<file path="config.mk">
export PLATFORM = sky130hd
export DESIGN_NAME = sc_timing_gen
export DESIGN_NICKNAME = d
export VERILOG_FILES = /design/src/rtl/sc_timing_pkg.sv /design/src/rtl/sc_div_shadow.sv /design/src/rtl/sc_card_clk_div.sv /design/src/rtl/sc_etu_div.sv /design/src/rtl/sc_timing_gen.sv
export SDC_FILE = /design/constraint.sdc
export NUM_CORES = 1
export LEC_CHECK = 0
export BUFFER_PORTS_ARGS = -buffer_cell sky130_fd_sc_hd__buf_2
export CORE_MARGIN = 4
export CORE_UTILIZATION = 40
export CTS_CLUSTER_DIAMETER = 100
export CTS_CLUSTER_SIZE = 40
export DETAILED_ROUTE_END_ITERATION = 6
export PLACE_DENSITY = 0.66
export RECOVER_POWER = 50
export SKIP_LAST_GASP = 1
export SLEW_MARGIN = 0
export SYNTH_ARGS = -nofsm -noshare
export SYNTH_HDL_FRONTEND = slang
export SYNTH_HIERARCHICAL = 1
export SYNTH_SLANG_ARGS = --single-unit
</file>
<file path="constraint.sdc">
create_clock -name clk_i -period 3.7 [get_ports clk_i]
set_input_delay 0.37 -clock clk_i [delete_from_list [all_inputs] [get_ports clk_i]]
set_output_delay 0.37 -clock clk_i [all_outputs]
set_load 0.02 [all_outputs]
</file>
<file path="src/rtl/sc_timing_pkg.sv">
package sc_timing_pkg;
  localparam int unsigned DIV_W = 16;
  localparam int unsigned ETU_CARD_CLKS = 372;

  // baud divisor giving ETU_CARD_CLKS card clocks per ETU
  function automatic logic [DIV_W-1:0] etu_baud_div(input logic [DIV_W-1:0] scc);
    logic [31:0] v;
    v = ETU_CARD_CLKS * (32'(scc) + 32'd1) - 32'd1;
    return v[DIV_W-1:0];
  endfunction
endpackage

</file>
<file path="src/rtl/sc_div_shadow.sv">
module sc_div_shadow #(
  parameter int unsigned W = 16,
  parameter logic [W-1:0] RST_VAL = '0
) (
  input  logic         clk_i,
  input  logic         rst_ni,
  input  logic         load_i,
  input  logic [W-1:0] val_i,
  input  logic         apply_i,
  output logic [W-1:0] cur_o
);
  logic [W-1:0] pend_q, cur_q;
  logic         pend_vld_q;

  always_ff @(posedge clk_i or negedge rst_ni) begin
    if (!rst_ni) begin
      pend_q     <= RST_VAL;
      cur_q      <= RST_VAL;
      pend_vld_q <= 1'b0;
    end else begin
      if (apply_i && pend_vld_q) cur_q <= pend_q;
      if (load_i) begin
        pend_q     <= val_i;
        pend_vld_q <= 1'b1;
      end else if (apply_i) begin
        pend_vld_q <= 1'b0;
      end
    end
  end

  assign cur_o = cur_q;
endmodule

</file>
<file path="src/rtl/sc_card_clk_div.sv">
module sc_card_clk_div #(
  parameter int unsigned W = 16
) (
  input  logic         clk_i,
  input  logic         rst_ni,
  input  logic         en_i,
  input  logic [W-1:0] div_i,
  output logic         clk_o,
  output logic         period_end_o
);
  logic [W-1:0] cnt_q;
  logic         clk_q;
  logic         half_end;

  assign half_end = (cnt_q == div_i);

  always_ff @(posedge clk_i or negedge rst_ni) begin
    if (!rst_ni) begin
      cnt_q <= '0;
      clk_q <= 1'b0;
    end else if (!en_i) begin
      cnt_q <= '0;
      clk_q <= 1'b0;
    end else if (half_end) begin
      cnt_q <= '0;
      clk_q <= ~clk_q;
    end else begin
      cnt_q <= cnt_q + 1'b1;
    end
  end

  // a period ends where the high half ends
  assign period_end_o = en_i & half_end & clk_q;
  assign clk_o        = clk_q;
endmodule

</file>
<file path="src/rtl/sc_etu_div.sv">
module sc_etu_div #(
  parameter int unsigned W = 16
) (
  input  logic         clk_i,
  input  logic         rst_ni,
  input  logic         en_i,
  input  logic [W-1:0] div_i,
  output logic         pulse_o,
  output logic         period_end_o
);
  localparam int unsigned CW = W + 1;

  logic [CW-1:0] cnt_q;
  logic [CW-1:0] last;
  logic          pulse_q;
  logic          at_end;

  assign last   = {div_i, 1'b1};  // 2*(div+1)-1
  assign at_end = (cnt_q == last);

  always_ff @(posedge clk_i or negedge rst_ni) begin
    if (!rst_ni) begin
      cnt_q   <= '0;
      pulse_q <= 1'b0;
    end else if (!en_i) begin
      cnt_q   <= '0;
      pulse_q <= 1'b0;
    end else if (at_end) begin
      cnt_q   <= '0;
      pulse_q <= 1'b1;
    end else begin
      cnt_q   <= cnt_q + 1'b1;
      pulse_q <= 1'b0;
    end
  end

  assign period_end_o = en_i & at_end;
  assign pulse_o      = pulse_q;
endmodule

</file>
<file path="src/rtl/sc_timing_gen.sv">
module sc_timing_gen #(
  parameter int unsigned DIV_W = sc_timing_pkg::DIV_W,
  parameter logic [DIV_W-1:0] SCC_RST = 1
) (
  input  logic             clk_i,
  input  logic             rst_ni,
  input  logic             en_i,
  input  logic [DIV_W-1:0] clk_div_i,
  input  logic [DIV_W-1:0] baud_div_i,
  input  logic             load_i,
  output logic             card_clk_o,
  output logic             etu_pulse_o
);
  localparam logic [DIV_W-1:0] BAUD_RST =
    DIV_W'((sc_timing_pkg::ETU_CARD_CLKS * (32'(SCC_RST) + 32'd1)) - 32'd1);

  logic [DIV_W-1:0] scc_cur, baud_cur;
  logic             scc_end, baud_end;

  sc_div_shadow #(.W(DIV_W), .RST_VAL(SCC_RST)) u_scc_shadow (
    .clk_i  (clk_i),
    .rst_ni (rst_ni),
    .load_i (load_i),
    .val_i  (clk_div_i),
    .apply_i(scc_end | ~en_i),
    .cur_o  (scc_cur)
  );

  sc_div_shadow #(.W(DIV_W), .RST_VAL(BAUD_RST)) u_baud_shadow (
    .clk_i  (clk_i),
    .rst_ni (rst_ni),
    .load_i (load_i),
    .val_i  (baud_div_i),
    .apply_i(baud_end | ~en_i),
    .cur_o  (baud_cur)
  );

  sc_card_clk_div #(.W(DIV_W)) u_card_div (
    .clk_i       (clk_i),
    .rst_ni      (rst_ni),
    .en_i        (en_i),
    .div_i       (scc_cur),
    .clk_o       (card_clk_o),
    .period_end_o(scc_end)
  );

  sc_etu_div #(.W(DIV_W)) u_etu_div (
    .clk_i       (clk_i),
    .rst_ni      (rst_ni),
    .en_i        (en_i),
    .div_i       (baud_cur),
    .pulse_o     (etu_pulse_o),
    .period_end_o(baud_end)
  );
endmodule

</file>
# --- Word-level counts from Yosys, hierarchy flattened ---
# Cells that the tools add are included.
word_totals:
  ff_bits: 101
  inputBits: 36
  out_inout_bits: 2
classes:
  n_addsub: 2
  eq_ne: 3
  mux: 12
  bitwise: 7
  n_reduce_logical: 4
op_table:
  columns: ["cell", "n"]
  rows:
  - ["two-way mux 17 bit", 2]
  - ["two-way mux 16 bit", 2]
  - ["adder 17 x 1 -> 17 bit, second input constant", 1]
  - ["== test 17 bit", 1]
  - ["adder 16 x 1 -> 16 bit, second input constant", 1]
  - ["== test 16 bit", 1]
  - ["two-way mux 1 bit", 8]
  - ["nonzero test 2 bit", 2]
  - ["AND 1 bit", 3]
  - ["logical AND 1 bit", 2]
  - ["!= test 2 x 1 -> 1 bit, second input constant", 1]
  - ["inverter 1 bit", 2]
  - ["bitwise OR 1 bit", 2]

# --- Longest topological paths before layout ---
logic_depth:
  ltp_word: 6
  ltp_mapped: 11

# --- Cells and area by module ---
# The synthesis kept the hierarchy.
modules_own_cells:
  columns: ["mod", "n_inst", "cells_each", "area_per_inst_um2", "seq_area_each_um2"]
  rows:
  - ["sc_div_shadow at u_baud_shadow", 1, 71, 1303.8, 843.3]
  - ["sc_div_shadow at u_scc_shadow", 1, 71, 1288.7, 828.3]
  - ["sc_etu_div", 1, 128, 1156.1, 450.4]
  - ["sc_card_clk_div", 1, 103, 997.2, 425.4]
  - ["sc_timing_gen", 1, 2, 12.5, 0.0]

# --- Worst setup path after synthesis ---
# No wires, ideal clock.
synth_timing:
  path_type: "register to register"
  start: "register u_baud_shadow.cur_q[9] (netlist: u_baud_shadow/cur_o[9])"
  end: "register u_baud_shadow.cur_q[10] (netlist: u_baud_shadow/cur_o[10])"
  setup_ps: 125
  t_arrival_ps: 2078
  t_required_ps: 3575
  path_slack_ps: 1497
  stages_incl_launch_ff: 11
  synth_period_minus_slack_ps: 2203
  cell_sequence: "dfstp_2 xnor2_1 nand4_1 nor4_1 and3_1 buf_6 and2_1 nand2b_1 nand2_4 buf_12 mux2_4"
synth_between:
  elab_chain_cells: 4
synth_rtl:
  columns: ["item", "line", "text"]
  rows:
  - ["start, declared", "sc_div_shadow.sv:12", "logic [W-1:0] pend_q, cur_q;"]
  - ["start signal, assigned", "sc_div_shadow.sv:21", "if (apply_i && pend_vld_q) cur_q <= pend_q;"]
  - ["== test 17 bit", "sc_etu_div.sv:19", "assign at_end = (cnt_q == last);"]
  - ["AND 1 bit", "sc_etu_div.sv:37", "assign period_end_o = en_i & at_end;"]
  - ["via baud_end", "sc_timing_gen.sv:18", "logic scc_end, baud_end;"]
  - ["bitwise OR 1 bit", "sc_timing_gen.sv:34", ".apply_i(baud_end | ~en_i),"]
  - ["logical AND 1 bit", "sc_div_shadow.sv:21", null]
# The timed path passes the listed nets, and every way through them passes these cells.
# A chain may end at the register's enable or synchronous reset.

==> results.py <==
metrics = {
    "worst_setup_path": {
        "crit_end": "u_baud_shadow/cur_o[10]",
        "crit_fanout": 46,
        "rr_worst_depth": 8,
        "setup.worst_path.start": "rst_ni",
        "crit_chain": "dlygate4sd3_1 > clkbuf_1 > clkbuf_2",
        "reg2reg_to": "u_baud_shadow/cur_o[10]",
        "crit_path_start_kind": "input port",
        "cp-end-kind": "asynchronous set/reset pin",
        "crit_type": "in -> async",
        "path_depth": 3,
        "crit_arrival_ns": 2.80,
        "critPathBufInv": 3,
        "cp.required_ns": 4.01,
        "slowest_stage": "clkbuf_2",
        "regToRegSetupSlack_ns": 1.33,
        "slowest_delay_ns": 0.96,
        "cpLargestDelayFamily": "buffers and inverters",
        "reg2reg_from": "u_etu_div/cnt_q[7]",
    },
    "clocking": {
        "cts_setup_buffers": 0,
        "clkLatencyLatePin_ns": 0.34,
        "clock_path_buffers": 2,
        "cts_tree": "built",
        "cts_sinks": 101,
        "path_clk_slew_ns": 0.07,
        "cts_hold_buf": 1,
        "numCtsBuffers": 9,
        "cts_root_buffer": "clkbuf_16",
        "cts.repair.resized": 0,
        "htreeDepth": 3,
    },
    "timing": {
        "grt_setup_unrepaired": "no",
        "slew_violations": 35,
        "post-route-min-period_ns": 2.49,
        "skew_ns": 0.00557,
        "period_share": 0.673,
        "worstMarginPinSlew_ns": 1.85,
        "max_freq_mhz": 401,
        "setup_tns_ns": 0,
        "relSlewSlack": -0.233,
        "finalHoldViolCount": 0,
        "finalSetupViolCount": 0,
    },
    "placement": {
        "dpl_cell_area_um2": 4980,
        "gp_congestion": 0.832,
        "placement.io_buffers": 37,
        "dp_hpwl_um": 6030,
    },
    "floorplan": {
        "ios": 38,
        "die_y_um": 117,
        "num_rows": 39,
        "core-area_um2": 11500,
        "fp.dieW_um": 117,
        "dieArea_um2": 13700,
        "start_util": 0.413,
    },
    "global_route": {
        "grt_pass1_wl_um": 14400,
        "antenna_found_initial": 0,
        "grt_pass1_vias": 2887,
        "grt_overflow": 0,
        "grtUsageTotal": 0.136,
        "grt_max_degree": 47,
    },
    "yosys": {
        "netlist_top_cells_area": "dfrtp_1, mux2_2, xnor2_1",
        "synth_top_cell_area_share": 0.447,
        "synth.cell_area_um2": 4760,
        "ys_seq_area_frac": 0.535,
        "synth_edf_count": 0,
        "syn_nets": 413,
        "synthTopCellsByCount": "dfrtp_1, xnor2_1, mux2_2, nor2_1, nand2_1",
        "synth_cell_types": 35,
        "synthMostInstantiatedCell": "dfrtp_1",
        "ys_async_sr_fraction": 1.00,
        "yosys_warnings": 6,
        "yosysTopAreaCell": "dfrtp_1",
        "syn_inst": 375,
        "ys_seq_elements": 101,
        "synth-main-ff-cell": "dfrtp_1",
        "synth.avg_cell_area_um2": 12.7,
    },
    "route": {
        "avgRoutedWirePerCell_um": 15.0,
        "route.detailed.drc": 0,
        "drt_pass1_iterations": 4,
        "ant_nets": 0,
        "viasPerCell": 5.00,
        "vias": 2791,
        "drt-initial-drc-count": 172,
        "drt-total-wl_um": 8370,
    },
    "pwr": {
        "power_leakage_uw": 0.00227,
        "peakVddDrop_v": 0.000250,
        "p_per_area_nw_per_um2": 478,
        "total_power_uw": 2510,
    },
    "final_layout": {
        "final_nets": 448,
        "filler_cell_count": 1069,
        "fin_util": 0.457,
        "final_area_um2": 5260,
        "drive_above_1_share": 0.340,
        "syn_to_final_growth_pct": 10.5,
        "num_antenna_cells": 0,
    },
    "outcome": {
        "violations": "max-capacitance violations, max-slew violations",
        "status": "finished, violations left",
    },
    "hold_path": {
        "min_path_type": "in -> reg",
    },
    "run": {
        "max_cap_viol_count": 1,
    },
}
worst reg2reg max path, delay by kind of cell, from the launching register on:
kind / cells / cell delay, ns
XOR/XNOR: 1 / 0.24
AND/OR/NAND/NOR: 6 / 1.14
flip-flops: 1 / 0.52
multiplexers: 1 / 0.36
sequential cells by signal, indices dropped and copies added, names as in the netlist:
name	count
u_scc_shadow/pend_q	16
u_card_div/cnt_q	16
u_etu_div/pulse_o	1
u_card_div/clk_o	1
u_baud_shadow/pend_vld_q	1
u_scc_shadow/pend_vld_q	1
u_etu_div/cnt_q	17
u_scc_shadow/cur_o	16
u_baud_shadow/pend_q	16
u_baud_shadow/cur_o	16
power breakdown:
group | total, uW | internal (uW) | switching, uW
Combinational | 299 | 188 | 111
Sequential | 1330 | 1240 | 90.6
Clock | 889 | 492 | 396
cell usage in the layout (no fill, tap or decap), types with 2 or more instances in the layout:
cell type    n
mux2_2      44
inv_1        7
nor3_1       4
clkinv_2     2
mux2_4      20
clkbuf_1     5
nand4_1     17
xor2_1       9
ha_1         2
a21o_2       2
nand3_1     11
clkbuf_8     2
xnor2_1     51
clkbuf_2     2
clkinvlp_4   2
buf_2       32
dfstp_2     16
nand2b_1     3
nand2_1     25
clkbuf_16    9
dfrtp_1     85
nor4_1      10
nor2_1      35
nand2_4      2
and3_1       4
routing by layer:
| metal | global-route usage | share of wire | vias to the layer above |
|---|---|---|---|
| li1 | - | - | 1350 |
| met5 | 0 | 0 | - |
| met1 | 0.194 | 0.50 | 1380 |
| met3 | 0.0226 | 0.030 | 12 |
| met2 | 0.203 | 0.45 | 49 |
| met4 | 0.0657 | 0.022 | 0 |
cell families after synthesis:
logic type	after synthesis	synth area share
flip-flops	101	0.535
adder cells (fa/ha/maj)	2	0.00526
AND/OR/NAND/NOR	118	0.126
buffers and inverters	24	0.0415
AO/OA/AOI/OAI	5	0.0124
XOR/XNOR	60	0.110
multiplexers	65	0.169
final cells by class:
type | count | area [um^2] | area share
Inverter | 7 | 26.3 | 0.00500
Sequential cell | 101 | 2550 | 0.484
Clock inverter | 5 | 33.8 | 0.00642
Tap cell | 143 | 179 | 0.0340
Timing Repair Buffer | 41 | 206 | 0.0393
Clock buffer | 11 | 253 | 0.0481
Multi-Input combinational cell | 250 | 2010 | 0.383
worst min-delay path by stage:
| stage | startpoint | endpoint | slack [ns] | depth (start not counted) |
|---|---|---|---|---|
| floorplan | rst_ni | u_baud_shadow/cur_o[10] | 0.07 | 0 |
| global placement | rst_ni | u_scc_shadow/pend_q[6] | 0.28 | 1 |
| detailed placement | rst_ni | u_scc_shadow/pend_q[14] | 0.29 | 1 |
| CTS | baud_div_i[14] | u_baud_shadow/pend_q[14] | 0.25 | 2 |
| global route | baud_div_i[11] | u_baud_shadow/pend_q[11] | 0.25 | 2 |
| finish | clk_div_i[7] | u_scc_shadow/pend_q[7] | 0.26 | 2 |
through the flow:
step	instances	hold slack [ns]	setup WS, ns
5_1_grt	558	0.250	0.715
4_1_cts	558	0.245	1.32
2_1_floorplan	375	0.0744	1.50
3_5_place_dp	541	0.289	1.35
3_3_place_gp	541	0.282	1.33
6_report	558	0.259	1.21
Power figures use the tool's default switching activity.
